--- config.mk ---
export PLATFORM = sky130hd
export DESIGN_NAME = ecam_xlate
export DESIGN_NICKNAME = d
export VERILOG_FILES = /design/src/rtl/ecam_pkg.sv /design/src/rtl/ecam_regs.sv /design/src/rtl/ecam_gate.sv /design/src/rtl/ecam_xlate.sv
export SDC_FILE = /design/constraint.sdc
export NUM_CORES = 1
export LEC_CHECK = 0
export ABC_AREA = 0
export BUFFER_PORTS_ARGS = -buffer_cell sky130_fd_sc_hd__buf_2
export CORE_MARGIN = 5
export CORE_UTILIZATION = 50
export DETAILED_ROUTE_END_ITERATION = 8
export HOLD_SLACK_MARGIN = 0.08
export PLACE_DENSITY_LB_ADDON = 0.08
export SYNTH_ARGS = -nofsm -noshare
export SYNTH_HDL_FRONTEND = slang
export SYNTH_HIERARCHICAL = 1
export SYNTH_SLANG_ARGS = --single-unit
export TNS_END_PERCENT = 20
--- constraint.sdc ---
create_clock -name clk -period 3.65 [get_ports clk]
set_input_delay 0.73 -clock clk [delete_from_list [all_inputs] [get_ports clk]]
set_output_delay 0.73 -clock clk [all_outputs]
set_load 0.005 [all_outputs]
--- src/rtl/ecam_pkg.sv ---
package ecam_pkg;
    localparam int unsigned REG_W     = 32;
    localparam int unsigned WIN_AW    = 64;
    localparam int unsigned SIZE_W    = 5;
    localparam int unsigned SIZE_LSB  = 16;
    localparam int unsigned EN_BIT    = 0;
    localparam logic [REG_W-1:0] CTRL_MASK =
        REG_W'(((1 << SIZE_W) - 1) << SIZE_LSB) | REG_W'(1 << EN_BIT);

    typedef enum logic [1:0] {
        SEL_CAP  = 2'd0,
        SEL_CTRL = 2'd1,
        SEL_BLO  = 2'd2,
        SEL_BHI  = 2'd3
    } reg_sel_e;

    typedef struct packed {
        logic              en;
        logic [SIZE_W-1:0] last_bus;
        logic [WIN_AW-1:0] base;
    } win_cfg_t;
endpackage

--- src/rtl/ecam_regs.sv ---
module ecam_regs
    import ecam_pkg::*;
#(
    parameter int unsigned SIZE_RESET = 12
) (
    input  logic             clk,
    input  logic             rst_n,
    input  logic             wr_en,
    input  logic [1:0]       addr,
    input  logic [REG_W-1:0] wdata,
    output logic [REG_W-1:0] rdata,
    output win_cfg_t         cfg
);
    typedef struct packed {
        logic [REG_W-1:0] ctrl;
        logic [REG_W-1:0] blo;
        logic [REG_W-1:0] bhi;
    } regs_t;

    localparam logic [REG_W-1:0] CTRL_RST = REG_W'(SIZE_RESET << SIZE_LSB);

    regs_t regs_d, regs_q;

    always_comb begin
        regs_d = regs_q;
        if (wr_en) begin
            case (reg_sel_e'(addr))
                SEL_CTRL: regs_d.ctrl = wdata & CTRL_MASK;
                SEL_BLO:  regs_d.blo  = wdata;
                SEL_BHI:  regs_d.bhi  = wdata;
                default:  ;
            endcase
        end
    end

    always_ff @(posedge clk or negedge rst_n) begin
        if (!rst_n) begin
            regs_q <= '{ctrl: CTRL_RST, blo: '0, bhi: '0};
        end else begin
            regs_q <= regs_d;
        end
    end

    always_comb begin
        case (reg_sel_e'(addr))
            SEL_CAP:  rdata = REG_W'(1);
            SEL_CTRL: rdata = regs_q.ctrl;
            SEL_BLO:  rdata = regs_q.blo;
            default:  rdata = regs_q.bhi;
        endcase
    end

    assign cfg.en       = regs_q.ctrl[EN_BIT];
    assign cfg.last_bus = regs_q.ctrl[SIZE_LSB +: SIZE_W];
    assign cfg.base     = {regs_q.bhi, regs_q.blo};


    ctrl_reset_chk: assert property (@(posedge clk) disable iff (!rst_n)
        (wr_en && reg_sel_e'(addr) == SEL_CTRL && !wdata[EN_BIT]) |=> !cfg.en);
endmodule

--- src/rtl/ecam_gate.sv ---
module ecam_gate
    import ecam_pkg::*;
#(
    parameter int unsigned BUS_W    = 8,
    parameter int unsigned DEVFN_W  = 8,
    parameter int unsigned ROOT_BUS = 0
) (
    input  logic               en,
    input  logic [SIZE_W-1:0]  last_bus,
    input  logic               link_up,
    input  logic [BUS_W-1:0]   bus,
    input  logic [DEVFN_W-1:0] devfn,
    output logic               allow
);
    localparam logic [BUS_W-1:0] ROOT = BUS_W'(ROOT_BUS);

    logic in_range;
    logic path_ok;

    always_comb begin
        in_range = (bus <= BUS_W'(last_bus));
        if (bus == ROOT) begin
            path_ok = (devfn == '0);
        end else begin
            path_ok = link_up;
        end
        allow = en && in_range && path_ok;
    end
endmodule

--- src/rtl/ecam_xlate.sv ---
module ecam_xlate
    import ecam_pkg::*;
#(
    parameter int unsigned BUS_W      = 8,
    parameter int unsigned DEVFN_W    = 8,
    parameter int unsigned OFF_W      = 12,
    parameter int unsigned ROOT_BUS   = 0,
    parameter int unsigned SIZE_RESET = 12
) (
    input  logic               clk,
    input  logic               rst_n,
    input  logic               reg_wr,
    input  logic [1:0]         reg_addr,
    input  logic [REG_W-1:0]   reg_wdata,
    output logic [REG_W-1:0]   reg_rdata,
    input  logic               link_up,
    input  logic               req_valid,
    input  logic               req_write,
    input  logic [BUS_W-1:0]   req_bus,
    input  logic [DEVFN_W-1:0] req_devfn,
    input  logic [OFF_W-1:0]   req_off,
    input  logic [REG_W-1:0]   req_wdata,
    output logic               dn_valid,
    output logic               dn_write,
    output logic [WIN_AW-1:0]  dn_addr,
    output logic [REG_W-1:0]   dn_wdata,
    input  logic               dn_rvalid,
    input  logic [REG_W-1:0]   dn_rdata,
    output logic               rsp_valid,
    output logic [REG_W-1:0]   rsp_rdata
);
    localparam int unsigned REL_W = BUS_W + DEVFN_W + OFF_W;

    typedef struct packed {
        logic              dn_valid;
        logic              dn_write;
        logic [WIN_AW-1:0] dn_addr;
        logic [REG_W-1:0]  dn_wdata;
        logic              rsp_valid;
        logic [REG_W-1:0]  rsp_rdata;
    } out_t;

    win_cfg_t         cfg;
    logic             allow;
    logic [REL_W-1:0] rel;
    out_t             st_d, st_q;

    ecam_regs #(.SIZE_RESET(SIZE_RESET)) u_regs (
        .clk   (clk),
        .rst_n (rst_n),
        .wr_en (reg_wr),
        .addr  (reg_addr),
        .wdata (reg_wdata),
        .rdata (reg_rdata),
        .cfg   (cfg)
    );

    ecam_gate #(.BUS_W(BUS_W), .DEVFN_W(DEVFN_W), .ROOT_BUS(ROOT_BUS)) u_gate (
        .en       (cfg.en),
        .last_bus (cfg.last_bus),
        .link_up  (link_up),
        .bus      (req_bus),
        .devfn    (req_devfn),
        .allow    (allow)
    );

    always_comb begin
        rel = (REL_W'(req_bus) << (DEVFN_W + OFF_W))
            | (REL_W'(req_devfn) << OFF_W)
            | REL_W'(req_off);
        st_d           = st_q;
        st_d.dn_valid  = 1'b0;
        st_d.rsp_valid = 1'b0;
        if (req_valid) begin
            if (allow) begin
                st_d.dn_valid = 1'b1;
                st_d.dn_write = req_write;
                st_d.dn_addr  = cfg.base + WIN_AW'(rel);
                st_d.dn_wdata = req_write ? req_wdata : '0;
                if (req_write) begin
                    st_d.rsp_valid = 1'b1;
                    st_d.rsp_rdata = '0;
                end
            end else begin
                st_d.rsp_valid = 1'b1;
                st_d.rsp_rdata = req_write ? '0 : '1;
            end
        end
        if (dn_rvalid) begin
            st_d.rsp_valid = 1'b1;
            st_d.rsp_rdata = dn_rdata;
        end
    end

    always_ff @(posedge clk or negedge rst_n) begin
        if (!rst_n) begin
            st_q <= '0;
        end else begin
            st_q <= st_d;
        end
    end

    assign dn_valid  = st_q.dn_valid;
    assign dn_write  = st_q.dn_write;
    assign dn_addr   = st_q.dn_addr;
    assign dn_wdata  = st_q.dn_wdata;
    assign rsp_valid = st_q.rsp_valid;
    assign rsp_rdata = st_q.rsp_rdata;


    addr_map_chk: assert property (@(posedge clk) disable iff (!rst_n)
        (req_valid && allow) |=> (dn_valid &&
            (dn_addr - $past(cfg.base)) ==
            WIN_AW'({$past(req_bus), $past(req_devfn), $past(req_off)})));

    root_devfn_chk: assert property (@(posedge clk) disable iff (!rst_n)
        (req_valid && req_bus == BUS_W'(ROOT_BUS) && req_devfn != '0) |=> !dn_valid);

    link_gate_chk: assert property (@(posedge clk) disable iff (!rst_n)
        (req_valid && req_bus != BUS_W'(ROOT_BUS) && !link_up) |=> !dn_valid);

    bus_range_chk: assert property (@(posedge clk) disable iff (!rst_n)
        (req_valid && req_bus > BUS_W'(cfg.last_bus)) |=> !dn_valid);

    disabled_chk: assert property (@(posedge clk) disable iff (!rst_n)
        (req_valid && !cfg.en) |=> (!dn_valid && rsp_valid));

    reject_rd_chk: assert property (@(posedge clk) disable iff (!rst_n)
        (req_valid && !req_write && !allow && !dn_rvalid) |=> (rsp_valid && rsp_rdata == '1));

    write_ack_chk: assert property (@(posedge clk) disable iff (!rst_n)
        (dn_valid && dn_write) |-> (rsp_valid && rsp_rdata == '0));
endmodule

# Yosys cells after proc, flatten, opt, wreduce, memory -nomap -nowiden
# Cells that the tools add are included.
# op_classes
bitwise	2
addsub	1
n_mux	9
eq_ne	4
order_cmp	1
n_reduce_logical	11
# op_table
cell	n
131-bit 2-to-1 mux	1
33-bit 2-to-1 mux	3
98-bit 2-to-1 mux	1
32-bit one-hot mux with 3 select lines	1
64-bit by 28-bit adder with 64-bit output	1
32-bit 2-to-1 mux	2
28-bit by 12-bit bitwise OR with 28-bit output	1
28-bit by 20-bit bitwise OR with 28-bit output	1
8-bit logical NOT	2
2-bit AND reduction	5
8-bit by 5-bit less-or-equal comparator with 1-bit output	1
2-bit == test, second input constant	2
3-bit != test, second input constant	1
2-bit by 1-bit == test with 1-bit output, second input constant	1
1-bit logical AND	2
2-bit logical NOT	1
2-bit nonzero test	1
1-bit 2-to-1 mux	1
# totals
inputBits	133
elab_cells	37
regBits	201
output_inout_bits	163

# Logic depth before layout (Yosys ltp)
# depth
ltp_word	6
mapped_depth	12
mapped_depth_nobuf	11

# Cells and area by module
# The synthesis kept the hierarchy.
# modules_own_cells
module	area_each_um2	cells_per_inst	n_inst	seq_area_each_um2
ecam_xlate	7213.2	788	1	3278.1
ecam_regs	3333.2	223	1	1754.2
ecam_gate	186.4	24	1	0.0

# Worst setup path after synthesis
# No wires, ideal clock.
# synth_path
kind	in2reg
from	in req_off[8]
to	reg st_q, in the netlist dn_addr[59]
arrival_ns	2.836
setup_slack_ns	0.670
setup_ns	0.145
path_stages	10
cell_sequence	ha_1 -> buf_6 -> a21o_1 -> a21o_1 -> a221o_1 -> a31o_1 -> buf_6 -> a31o_4 -> a2111oi_4 -> a2111oi_2
# synth_between
elab_chain_cells	2
# synth_lines
item	line_no	source
start, declared	ecam_xlate.sv:21	input logic [OFF_W-1:0] req_off,
28-bit by 12-bit bitwise OR with 28-bit output	ecam_xlate.sv:70	| REL_W'(req_off);
64-bit by 28-bit adder with 64-bit output	ecam_xlate.sv:78	st_d.dn_addr = cfg.base + WIN_AW'(rel);
end signal, assigned	ecam_xlate.sv:99	st_q <= st_d;
end, declared	ecam_xlate.sv:46	out_t st_d, st_q;
# No other way between the ends.
# A chain may end at the register's enable or synchronous reset.

# Final worst setup path
# layout_path
from	reg u_regs.regs_q[32] (netlist: u_regs/cfg[0])
to	reg st_q, in the netlist dn_addr[60]
# layout_between
elab_chain_cells	1
# layout_lines
item	line_no	source
start, declared	ecam_regs.sv:22	regs_t regs_d, regs_q;
start signal, assigned	ecam_regs.sv:38	regs_q <= '{ctrl: CTRL_RST, blo: '0, bhi: '0};
start signal, assigned	ecam_regs.sv:40	regs_q <= regs_d;
64-bit by 28-bit adder with 64-bit output	ecam_xlate.sv:78	
# No other way between the ends.

==> results_dict.tcl <==
set metrics [dict create \
    status "finished, final reports clean" \
    placement.io_buffers 295 \
    critical_path.cell_chain "ha_1 > fa_1 > a21oi_1 > o211ai_1 > and4_1 > o21ai_1 > a21oi_1 > a22oi_1 > buf_4 > or4_1 > a31oi_1" \
    timing_max_transition_violations_final 0 \
    fraction_of_final_layout_cells_with_drive_strength_greater_than_1_pct 33.8 \
    route.detailed.drc 0 \
    max-slew-margin-rel_pct 45.9 \
    die-height_um 157 \
    design.die.area_sq_um 24500 \
    antenna-diode-count 0 \
    hold_viol 0 \
    slowest_delay_ps 510 \
    finish.instance_area_sq_um 13300 \
    antenna_violations_before_repair 0 \
    antenna_violating_nets_post_route 0 \
    cellLeakagePower_nw 6.68 \
    cts-root-buf "clkbuf_16" \
    floorplan.initialDensity_pct 50.9 \
    first_global_vias 8980 \
    area_growth_pct 23.5 \
    critical_path.max_fanout 12 \
    finalNetCount 1478 \
    vias 8979 \
    synth.avg_cell_area_sq_um 10.4 \
    vdd.ir_drop.worst_uv 362 \
    layout_skew_ps 23.8 \
    critical_path.slowest_cell "or4_1" \
    syn_nets 1202 \
    syn_inst 1035 \
    io_pins 296 \
    ys_seq_elements 201 \
    cp.arrival_ps 3770 \
    ys_seq_area_share_pct 46.9 \
    grt_pass1_wl_um 48600 \
    routed_wirelength_um 31000 \
    cell_rows 53 \
    pin_count_of_the_biggest_net_entering_global_routing 88 \
    dr.pass1.iters 5 \
    setup_viol 0 \
    power.density_nw_per_um2 574 \
    avgViaCountPerCell 5.60 \
    critPathKind "flop to flop" \
    worstHoldPathType "input port to asynchronous set/reset pin" \
    h-tree-depth 1 \
    globalRouteTotalUtil_pct 24.6 \
    cts_tree "yes" \
    tightest_slew_ps 811 \
    yosys_synthesis_warning_count 6 \
    placeableCoreArea_sq_um 21100 \
    die_w_um 157 \
    clock_path_buffers 3 \
    yosys_most_used_dff "dfrtp_1" \
    gp_routability_congestion 0.900 \
    ctsResizeCount 0 \
    instances_no_fill 1602 \
    layout.filler_cells 1853 \
    placed_area_sq_um 12500 \
    synthArstFlopShare_pct 100 \
    place.detailed.hpwl_um 22700 \
    synthDistinctLibCells 71 \
    max_cap_violations 0 \
    total_area_of_multi_input_combinational_cells_sq_um 5350 \
    total_gr_overflow 0 \
    synth_enable_flop_cells 0 \
    timing.final.crit_share_pct 91.4 \
    fin_util_pct 62.9 \
    clkSlewWorstSetupHoldPaths_ps 60 \
    timing.final.crit_period_ps 3330 \
    synthesis.area_sq_um 10700 \
    clock.fmax_ghz 0.300 \
    numCtsBuffers 23 \
    critPathMostFrequentCell "a21oi_1" \
    cts_hold_buffers 0 \
    clk_latency_ps 520 \
    seqCellArea_sq_um 5030 \
    setup_repair_after_global_routing_missed_its_margin "no" \
    worstSetupEndpointType "flop" \
    timing.critical_path.from_type "flop" \
    dp.cells 1561 \
    routed_wire_length_per_instance_um 19.3 \
    worst_path_required_time_ps 4090 \
    cts.sinks 201 \
    cts_post_setup_buffers_inserted 0 \
    fin_setup_tns_ps 0 \
    drt-initial-drc-count 576 \
]
[cell type report]
| type | count | share of cell area, % |
|---|---|---|
| Clock buffer | 31 | 4.87 |
| Clock inverter | 10 | 1.09 |
| Inverter | 19 | 0.538 |
| Multi-Input combinational cell | 751 | 40.3 |
| Sequential cell | 201 | 38.0 |
| Tap cell | 275 | 2.60 |
| Timing Repair Buffer | 315 | 12.6 |
[cells in the final DEF (no fill, tap or decap), types with 7 or more instances in the layout]
cell type and n:
nand2_1 146, inv_1 17, buf_2 294, or4_1 7, a211oi_1 7, or3_1 15, nor2_1 41, a22o_1 7
ha_1 33, dfrtp_1 199, and3_1 12, mux2i_1 28, nand4_1 17, a221o_1 35, nor3_1 8, xnor2_1 24
nor2b_1 27, o21ai_1 24, clkbuf_16 23, o21ai_0 39, nand3_1 54, o31ai_1 9, xor2_1 12, mux2_4 30
a31oi_1 22, a21oi_1 33, mux2_2 44, a21o_1 14, buf_4 17
[synth_stat cells, types with 14 or more instances]
master    instances  area share (%)
a21o_1           14            0.98
nor2_1           41             1.4
nand4_1          17            0.99
a221o_1          35             3.3
a21oi_1          34             1.6
nand2_1         147             5.1
ha_1             33             3.8
mux2_2           44             4.6
nor2b_1          27             1.6
a31oi_1          22             1.3
or3_1            15            0.87
o21ai_0          39             1.8
mux2_4           30             4.2
nand3_1          54             2.5
mux2i_1          28             2.6
xnor2_1          24             2.0
clkbuf_1         37             1.3
o21ai_1          24             1.1
inv_1            18            0.63
dfrtp_1         199              46
[state kept, by name (all words and copies together), names as in the netlist]
| name | cells |
|---|---|
| dn_valid | 1 |
| dn_write | 1 |
| u_regs/cfg | 70 |
| rsp_valid | 1 |
| dn_addr | 64 |
| rsp_rdata | 32 |
| dn_wdata | 32 |
[stage by stage]
stage	power, mW	hold WS [ps]	worst slack [ps]
2_1_floorplan	4.31	434	670
3_3_place_gp	5.22	444	260
3_5_place_dp	5.27	450	157
4_1_cts	7.69	267	418
5_1_grt	8.06	297	155
6_report	7.61	237	315
[critical path: cells and delay by family (launching register included)]
kind                     cells  cell delay, ps
adder cells (fa/ha/maj)      2             500
buffers and inverters        1             210
AO/OA/AOI/OAI                6            1240
flip-flops                   1             490
AND/OR/NAND/NOR              2             820
[where the power goes]
part           leakage [nW]  internal (mW)  switching (mW)
Combinational          3.76           1.01            1.11
Clock                 0.393           1.46           0.924
Sequential             2.53           2.71           0.399
[final timing paths]
kind	from	endpoint	slack (ps)	cells past startpoint
max	u_regs/cfg[0]	dn_addr[60]	320	11
min	rst_n	u_regs/cfg[6]	240	1
max reg2reg	u_regs/cfg[0]	dn_addr[60]	320	11
min reg2reg	dn_wdata[14]	dn_wdata[14]	460	2
max in group asynchronous	rst_n	rsp_rdata[11]	2440	2
min in group clk	req_wdata[7]	dn_wdata[7]	440	3
[layer usage]
layer / vias up / wire length [um] / track usage [%]
li1: 4319 / - / -
met1: 4321 / 13700 / 35.5
met2: 298 / 14600 / 39.2
met3: 41 / 1930 / 3.60
met4: 0 / 699 / 6.53
met5: - / 0 / 0
[logic make-up (layout without fill, tap and decap cells)]
family | Yosys count | count (layout) | synth area share, %
simple gates | 354 | 354 | 16.3
compound gates | 223 | 223 | 14.8
flops | 201 | 201 | 46.9
mux | 104 | 104 | 11.6
buf+inv | 83 | 375 | 3.47
xor+xnor | 36 | 36 | 2.94
fa+ha+maj | 34 | 34 | 4.03
Power figures use the tool's default switching activity.
